--- config.mk ---
export PLATFORM = sky130hd
export DESIGN_NAME = crAccessVirtualizer
export DESIGN_NICKNAME = d
export VERILOG_FILES = /design/src/rtl/crv_pkg.sv /design/src/rtl/crv_crBank.sv /design/src/rtl/crv_datapath.sv /design/src/rtl/crv_ctrl.sv /design/src/rtl/crAccessVirtualizer.sv
export SDC_FILE = /design/constraint.sdc
export NUM_CORES = 1
export LEC_CHECK = 0
export ABC_AREA = 1
export BUFFER_PORTS_ARGS = -buffer_cell sky130_fd_sc_hd__clkbuf_2
export CORE_UTILIZATION = 52
export CTS_CLUSTER_DIAMETER = 40
export DETAILED_ROUTE_END_ITERATION = 8
export GPL_TIMING_DRIVEN = 0
export PLACE_DENSITY = 0.77
export SETUP_SLACK_MARGIN = 0.15
export SLEW_MARGIN = 20
export SYNTH_ARGS = -nofsm -noshare
export SYNTH_HDL_FRONTEND = slang
export SYNTH_HIERARCHICAL = 1
export SYNTH_SLANG_ARGS = --single-unit
--- constraint.sdc ---
create_clock -name clk -period 1.7 [get_ports clk]
set_input_delay 0.34 -clock clk [delete_from_list [all_inputs] [get_ports clk]]
set_output_delay 0.34 -clock clk [all_outputs]
set_load 0.02 [all_outputs]
--- src/rtl/crv_pkg.sv ---
package crv_pkg;

  localparam int NUM_CR = 2;

  typedef enum logic [1:0] {
    SEL_CR0  = 2'd0,
    SEL_CR4  = 2'd1,
    SEL_CR8  = 2'd2,
    SEL_NONE = 2'd3
  } guestSel_e;

  localparam logic [2:0] CFG_THRESHOLD = 3'd4;

  typedef struct packed {
    logic [NUM_CR-1:0] crWe;
    logic              tprWe;
    logic [NUM_CR-1:0] maskWe;
    logic [NUM_CR-1:0] shadowWe;
    logic              thrWe;
  } ctlStrobes_t;

  typedef struct packed {
    logic [NUM_CR-1:0] crConflict;
    logic              tprBelow;
  } dpFlags_t;

endpackage

--- src/rtl/crv_crBank.sv ---
module crv_crBank #(
  parameter int DATA_W = 32
) (
  input  logic              clk,
  input  logic              rstN,
  input  logic              maskWe,
  input  logic              shadowWe,
  input  logic [DATA_W-1:0] cfgData,
  input  logic              guestWe,
  input  logic [DATA_W-1:0] guestData,
  output logic [DATA_W-1:0] readVal,
  output logic              conflict,
  output logic [DATA_W-1:0] realVal
);

  logic [DATA_W-1:0] maskQ;
  logic [DATA_W-1:0] shadowQ;
  logic [DATA_W-1:0] realQ;

  always_ff @(posedge clk) begin
    if (!rstN) begin
      maskQ   <= '0;
      shadowQ <= '0;
      realQ   <= '0;
    end else begin
      if (maskWe)   maskQ   <= cfgData;
      if (shadowWe) shadowQ <= cfgData;
      if (guestWe)  realQ   <= (guestData & ~maskQ) | (realQ & maskQ);
    end
  end

  // Host-owned bits show the shadow, guest-owned bits show the real register.
  assign readVal  = (shadowQ & maskQ) | (realQ & ~maskQ);
  // A host-owned bit that would move away from its shadow forces an exit.
  assign conflict = |((guestData ^ shadowQ) & maskQ);
  assign realVal  = realQ;

endmodule

--- src/rtl/crv_datapath.sv ---
module crv_datapath
  import crv_pkg::*;
#(
  parameter int DATA_W = 32,
  parameter int TPR_W  = 4
) (
  input  logic              clk,
  input  logic              rstN,
  input  ctlStrobes_t       strobes,
  input  logic [DATA_W-1:0] cfgData,
  input  logic [1:0]        gSel,
  input  logic [DATA_W-1:0] gWdata,
  output dpFlags_t          flags,
  output logic [DATA_W-1:0] gRdata,
  output logic [DATA_W-1:0] cr0Real,
  output logic [DATA_W-1:0] cr4Real,
  output logic [TPR_W-1:0]  tprValue
);

  localparam int PAD_W = DATA_W - TPR_W;

  logic [DATA_W-1:0] bankRead [NUM_CR];
  logic [DATA_W-1:0] bankReal [NUM_CR];
  logic [TPR_W-1:0]  tprQ;
  logic [TPR_W-1:0]  thrQ;

  for (genvar i = 0; i < NUM_CR; i++) begin : g_bank
    crv_crBank #(.DATA_W(DATA_W)) u_bank (
      .clk       (clk),
      .rstN      (rstN),
      .maskWe    (strobes.maskWe[i]),
      .shadowWe  (strobes.shadowWe[i]),
      .cfgData   (cfgData),
      .guestWe   (strobes.crWe[i]),
      .guestData (gWdata),
      .readVal   (bankRead[i]),
      .conflict  (flags.crConflict[i]),
      .realVal   (bankReal[i])
    );
  end

  always_ff @(posedge clk) begin
    if (!rstN) begin
      tprQ <= '0;
      thrQ <= '0;
    end else begin
      if (strobes.tprWe) tprQ <= gWdata[TPR_W-1:0];
      if (strobes.thrWe) thrQ <= cfgData[TPR_W-1:0];
    end
  end

  assign flags.tprBelow = gWdata[TPR_W-1:0] < thrQ;

  always_comb begin
    unique case (guestSel_e'(gSel))
      SEL_CR0: gRdata = bankRead[0];
      SEL_CR4: gRdata = bankRead[1];
      SEL_CR8: gRdata = {{PAD_W{1'b0}}, tprQ};
      default: gRdata = '0;
    endcase
  end

  assign cr0Real  = bankReal[0];
  assign cr4Real  = bankReal[1];
  assign tprValue = tprQ;

endmodule

--- src/rtl/crv_ctrl.sv ---
module crv_ctrl
  import crv_pkg::*;
(
  input  logic        cfgWe,
  input  logic [2:0]  cfgSel,
  input  logic        gValid,
  input  logic [1:0]  gSel,
  input  logic        gWrite,
  input  dpFlags_t    flags,
  output ctlStrobes_t strobes,
  output logic        gExit
);

  logic guestWr;
  logic exitReq;

  assign guestWr = gValid && gWrite;

  always_comb begin
    unique case (guestSel_e'(gSel))
      SEL_CR0: exitReq = flags.crConflict[0];
      SEL_CR4: exitReq = flags.crConflict[1];
      SEL_CR8: exitReq = flags.tprBelow;
      default: exitReq = 1'b0;
    endcase
  end

  assign gExit = guestWr && exitReq;

  for (genvar i = 0; i < NUM_CR; i++) begin : g_strobe
    assign strobes.crWe[i]     = guestWr && !exitReq && (gSel == 2'(i));
    assign strobes.maskWe[i]   = cfgWe && (cfgSel == 3'(2 * i));
    assign strobes.shadowWe[i] = cfgWe && (cfgSel == 3'(2 * i + 1));
  end

  assign strobes.tprWe = guestWr && !exitReq && (guestSel_e'(gSel) == SEL_CR8);
  assign strobes.thrWe = cfgWe && (cfgSel == CFG_THRESHOLD);

endmodule

--- src/rtl/crAccessVirtualizer.sv ---
module crAccessVirtualizer
  import crv_pkg::*;
#(
  parameter int DATA_W = 32,
  parameter int TPR_W  = 4
) (
  input  logic              clk,
  input  logic              rstN,
  input  logic              cfgWe,
  input  logic [2:0]        cfgSel,
  input  logic [DATA_W-1:0] cfgData,
  input  logic              gValid,
  input  logic [1:0]        gSel,
  input  logic              gWrite,
  input  logic [DATA_W-1:0] gWdata,
  output logic [DATA_W-1:0] gRdata,
  output logic              gExit,
  output logic [DATA_W-1:0] cr0Real,
  output logic [DATA_W-1:0] cr4Real,
  output logic [TPR_W-1:0]  tprValue
);

  ctlStrobes_t strobes;
  dpFlags_t    flags;

  crv_ctrl u_ctrl (
    .cfgWe   (cfgWe),
    .cfgSel  (cfgSel),
    .gValid  (gValid),
    .gSel    (gSel),
    .gWrite  (gWrite),
    .flags   (flags),
    .strobes (strobes),
    .gExit   (gExit)
  );

  crv_datapath #(.DATA_W(DATA_W), .TPR_W(TPR_W)) u_dp (
    .clk      (clk),
    .rstN     (rstN),
    .strobes  (strobes),
    .cfgData  (cfgData),
    .gSel     (gSel),
    .gWdata   (gWdata),
    .flags    (flags),
    .gRdata   (gRdata),
    .cr0Real  (cr0Real),
    .cr4Real  (cr4Real),
    .tprValue (tprValue)
  );

endmodule

After elaboration in Yosys (flattened, before gate mapping)
Cells that the tools add are included.
- bitwise logic cells: 18
- eq/ne operators: 6
- magnitude comparators: 1
- reductions and logical operators: 16
- multiplexer cells: 2
- operator list (operator ; number):
    $and 32x32->32 ; 10
    $or 32x32->32 ; 4
    $pmux 32 s3 ; 1
    $not 32->32 ; 2
    $reduce_or 32->1 ; 2
    $xor 32x32->32 ; 2
    $logic_and 1x1->1 ; 11
    $eq 3x2->1 const B ; 2
    $lt 4x4->1 ; 1
    $eq 3x1->1 const B ; 1
    $eq 3x3->1 const B ; 1
    $logic_not 3->1 ; 1
    $pmux 1 s3 ; 1
    $eq 2x1->1 const B ; 1
    $eq 2x2->1 const B ; 1
    $logic_not 2->1 ; 1
    $logic_not 1->1 ; 1
- flip-flop bits (word level): 200
- output and inout bits: 101

Longest topological paths before layout
- depth in word-level cells: 7
- mapped depth: 16
- gate-level depth less buffers: 14

Cells and area by module
The synthesis kept the hierarchy.
- by module, submodules not included (module ; times used ; sequential area each (um^2) ; area each (um^2) ; cells an instance):
    crv_crBank ; 2 ; 1921.8 ; 4916.0 ; 615
    crv_datapath ; 1 ; 160.2 ; 837.1 ; 154
    crv_ctrl ; 1 ; 0.0 ; 121.4 ; 28

Worst setup path after synthesis
Ideal clock, no wire load.
- path kind: input to register
- start: input port gWdata[6]
- end: register (tool-made name)
- path buffers: 2
- path slack: -0.130 ns
- stages on the path: 14
- arrival: 1.742 ns
- path through: or2_0 > nand2_1 > nand2_1 > nor2_1 > nand2_1 > nor2_1 > nand2_1 > nand3_1 > nand4_2 > nor2_1 > buf_6 > buf_12 > a21oi_2 > a311oi_2
- RTL lines (item ; RTL line ; text):
    start: declaration ; crAccessVirtualizer.sv:15 ; input logic [DATA_W-1:0] gWdata,

==> flow_metrics.py <==
metrics = {
    "outcome": {
        "status": "finished with violations",
        "violations": "setup timing",
    },
    "sta": {
        "max_freq_mhz": 408,
        "hold_ws_ns": 0.200,
        "rsz0062_at_grt": "yes",
        "period_share_pct": 144,
        "slew_headroom_pct": 55.2,
        "finalMaxSlewViolations": 0,
        "tightest_slew_ns": 0.671,
        "setup_viol": 72,
        "period_minus_slack_ns": 2.45,
        "hold_viol": 0,
        "skew_ns": 0.0104,
        "setup_ws_ns": -0.750,
    },
    "cells_and_area": {
        "final_util_pct": 73.3,
        "finalNetCount": 1780,
        "register_area_um2": 4150,
        "drive_gt1_share_pct": 57.1,
        "num_antenna_cells": 0,
        "nFillCells": 1392,
        "multi_input_area_um2": 6150,
        "synthToLayoutAreaGrowth_pct": 38.0,
    },
    "clock_network": {
        "htreeDepth": 4,
        "insertion_delay_ns": 0.45,
        "cts_buffers": 17,
        "cts_sinks": 200,
        "clock_path_buffers": 2,
        "cts_tree": "built",
        "path_clk_slew_ns": 0.07,
        "root_buffer": "clkbuf_16",
        "cts.hold.buffers_added": 0,
    },
    "setup_path": {
        "critical_path_required_ns": 1.36,
        "criticalPathCategory": "flip-flop to output port",
        "crit_path_start_kind": "flip-flop",
        "cp-end-kind": "output port",
        "critPathMaxFanout": 3,
        "crit_arrival_ns": 2.11,
    },
    "detailed_routing": {
        "postRouteAntennaNets": 0,
        "avgViaCountPerCell": 5.91,
        "wl_per_cell_um": 20.6,
        "first_pass_iters": 6,
        "first_iter_violations": 1251,
        "wl_um": 40800,
        "drc": 0,
        "vias": 11729,
    },
    "synth": {
        "synth_seq_cells": 200,
        "synth.largest_area_cell": "dfxtp_1",
        "synth_area_um2": 10800,
        "syn_nets": 1489,
        "synth.area.top_cells": "dfxtp_1 (37%), nand2_1 (12%), a21oi_2 (8.9%), a311oi_2 (7.5%), o21ai_2 (4.9%)",
        "syn_area_per_cell_um2": 7.64,
        "synth-seq-area-share_pct": 37.1,
        "synth_cell_types": 25,
        "synthCells": 1412,
        "yosysWarnings": 6,
        "synth.top_cell.area_share_pct": 37.1,
    },
    "grt": {
        "grt_pass1_wl_um": 54300,
        "antenna_found_initial": 1,
        "grt_max_degree": 17,
        "grtUsageTotal_pct": 33.2,
        "grt.overflow.total": 0,
        "grt_pass1_vias": 10059,
    },
    "die": {
        "row_count": 52,
        "ios": 175,
        "core-area_um2": 20300,
        "die_w_um": 146,
        "die_h_um": 146,
        "initial_core_util_pct": 53.2,
        "die_area_um2": 21300,
    },
    "placed_design": {
        "port_buffers": 174,
        "dp_hpwl_um": 24500,
        "place_congestion": 0.899,
    },
    "pwr": {
        "vdd_drop_max_uv": 784,
        "power_leakage_nw": 6.04,
        "power_density_nw_per_um2": 748,
    },
    "job": {
        "cap_violations": 0,
    },
    "min_path": {
        "hp-class": "primary input to flip-flop",
    },
}
[layer usage]
layer / up-vias / global-route usage, % / share of wire, %
met5: - / 0 / 0.032
met4: 2 / 17.4 / 7.0
met3: 224 / 6.31 / 11
met2: 741 / 53.1 / 45
met1: 5476 / 42.7 / 37
li1: 5286 / - / -
[final timing paths]
kind | startpoint | endpoint | slack, ns | depth (start not counted)
max | u_dp/g_bank[0].u_bank/shadowQ[18] | gExit | -0.75 | 13
min | gWdata[6] | flip-flop | 0.20 | 3
max reg2reg | u_dp/g_bank[0].u_bank/shadowQ[18] | flip-flop | -0.69 | 16
min reg2reg | u_dp/g_bank[0].u_bank/shadowQ[0] | u_dp/g_bank[0].u_bank/shadowQ[0] | 0.47 | 2
[cell type report]
cell class | instances | area share, %
multi-input combinational | 941 | 41.3
sequential | 200 | 27.9
buffer | 64 | 4.38
tap | 270 | 2.27
timing repair buffer | 272 | 14.4
clock inverter | 11 | 0.824
clock buffer | 20 | 3.00
inverter | 207 | 5.87
[cell usage in the layout, fill, tap and decap left out, types with 16 or more instances in the layout]
cell and instances:
o21ai_1 79, buf_4 68, a21oi_2 106, buf_12 16, buf_6 53, dfxtp_2 110
clkbuf_2 140, o21ai_0 43, nand2_1 289, inv_4 37, clkbuf_16 27, nor2_1 31
nand2_2 54, inv_1 77, o21ai_2 80, buf_2 31, dfxtp_1 87, a311oi_2 54
nand3_1 34, a21oi_1 86, nand3_2 40, inv_2 92
[power breakdown]
group	internal, mW	switching [mW]	total (mW)
clock	2.21	1.89	4.10
sequential	4.86	0.153	5.02
combinational	0.758	1.26	2.02
total	7.83	3.30	11.1
[stage by stage]
step	TNS [ns]	area, um^2	total power, mW	setup slack (ns)	instances
6_report	-42.19	14900	11.1	-0.750	1985
5_1_grt	-49.86	14900	11.4	-0.849	1985
4_1_cts	-24.87	13100	10.7	-0.473	1895
3_5_place_dp	-39.90	12000	6.61	-0.662	1856
3_3_place_gp	-38.01	12000	6.57	-0.601	1856
2_1_floorplan	-6.02	10800	6.05	-0.113	1412
[worst max-delay path, stage by stage, from the launching register on]
cell and delay, ns:
dfxtp_2 0.33, inv_2 0.08, nand2_1 0.08, nand3_2 0.08, nand2_1 0.07, nor2_1 0.15
nand2_1 0.08, nor2_1 0.21, nand2_2 0.13, nand3_4 0.10, nand3_2 0.08, nand2_1 0.08
inv_1 0.05, clkbuf_8 0.14
[cell usage after synthesis]
master and number:
inv_2 71, nor2_4 2, inv_1 136, clkbuf_1 2
buf_6 24, o21ai_2 60, a21oi_2 110, nand2_1 347
o21ai_1 40, or2_0 4, o21ai_0 102, nand3_2 1
nand2_2 3, nor2_1 45, a21oi_1 91, buf_8 2
dfxtp_1 200, nand3_1 77, buf_12 4, a311oi_2 54
ha_1 3, buf_4 2, buf_2 30, a21o_1 1
nand4_2 1
[what timing repair did]
action | in CTS | in global routing
resized for setup | 164 | 421
endpoints found under the setup margin | 101 | 101
cloned | 2 | 11
setup buffers | 6 | 79
pin swaps | 18 | 111
[cells by family after synthesis]
logic type / Yosys count / synth area share [%]
buf+inv: 271 / 12.3
fa+ha+maj: 3 / 0.348
flops: 200 / 37.1
compound gates: 458 / 32.2
simple gates: 480 / 18.0
(Power assumes the default switching activity.)
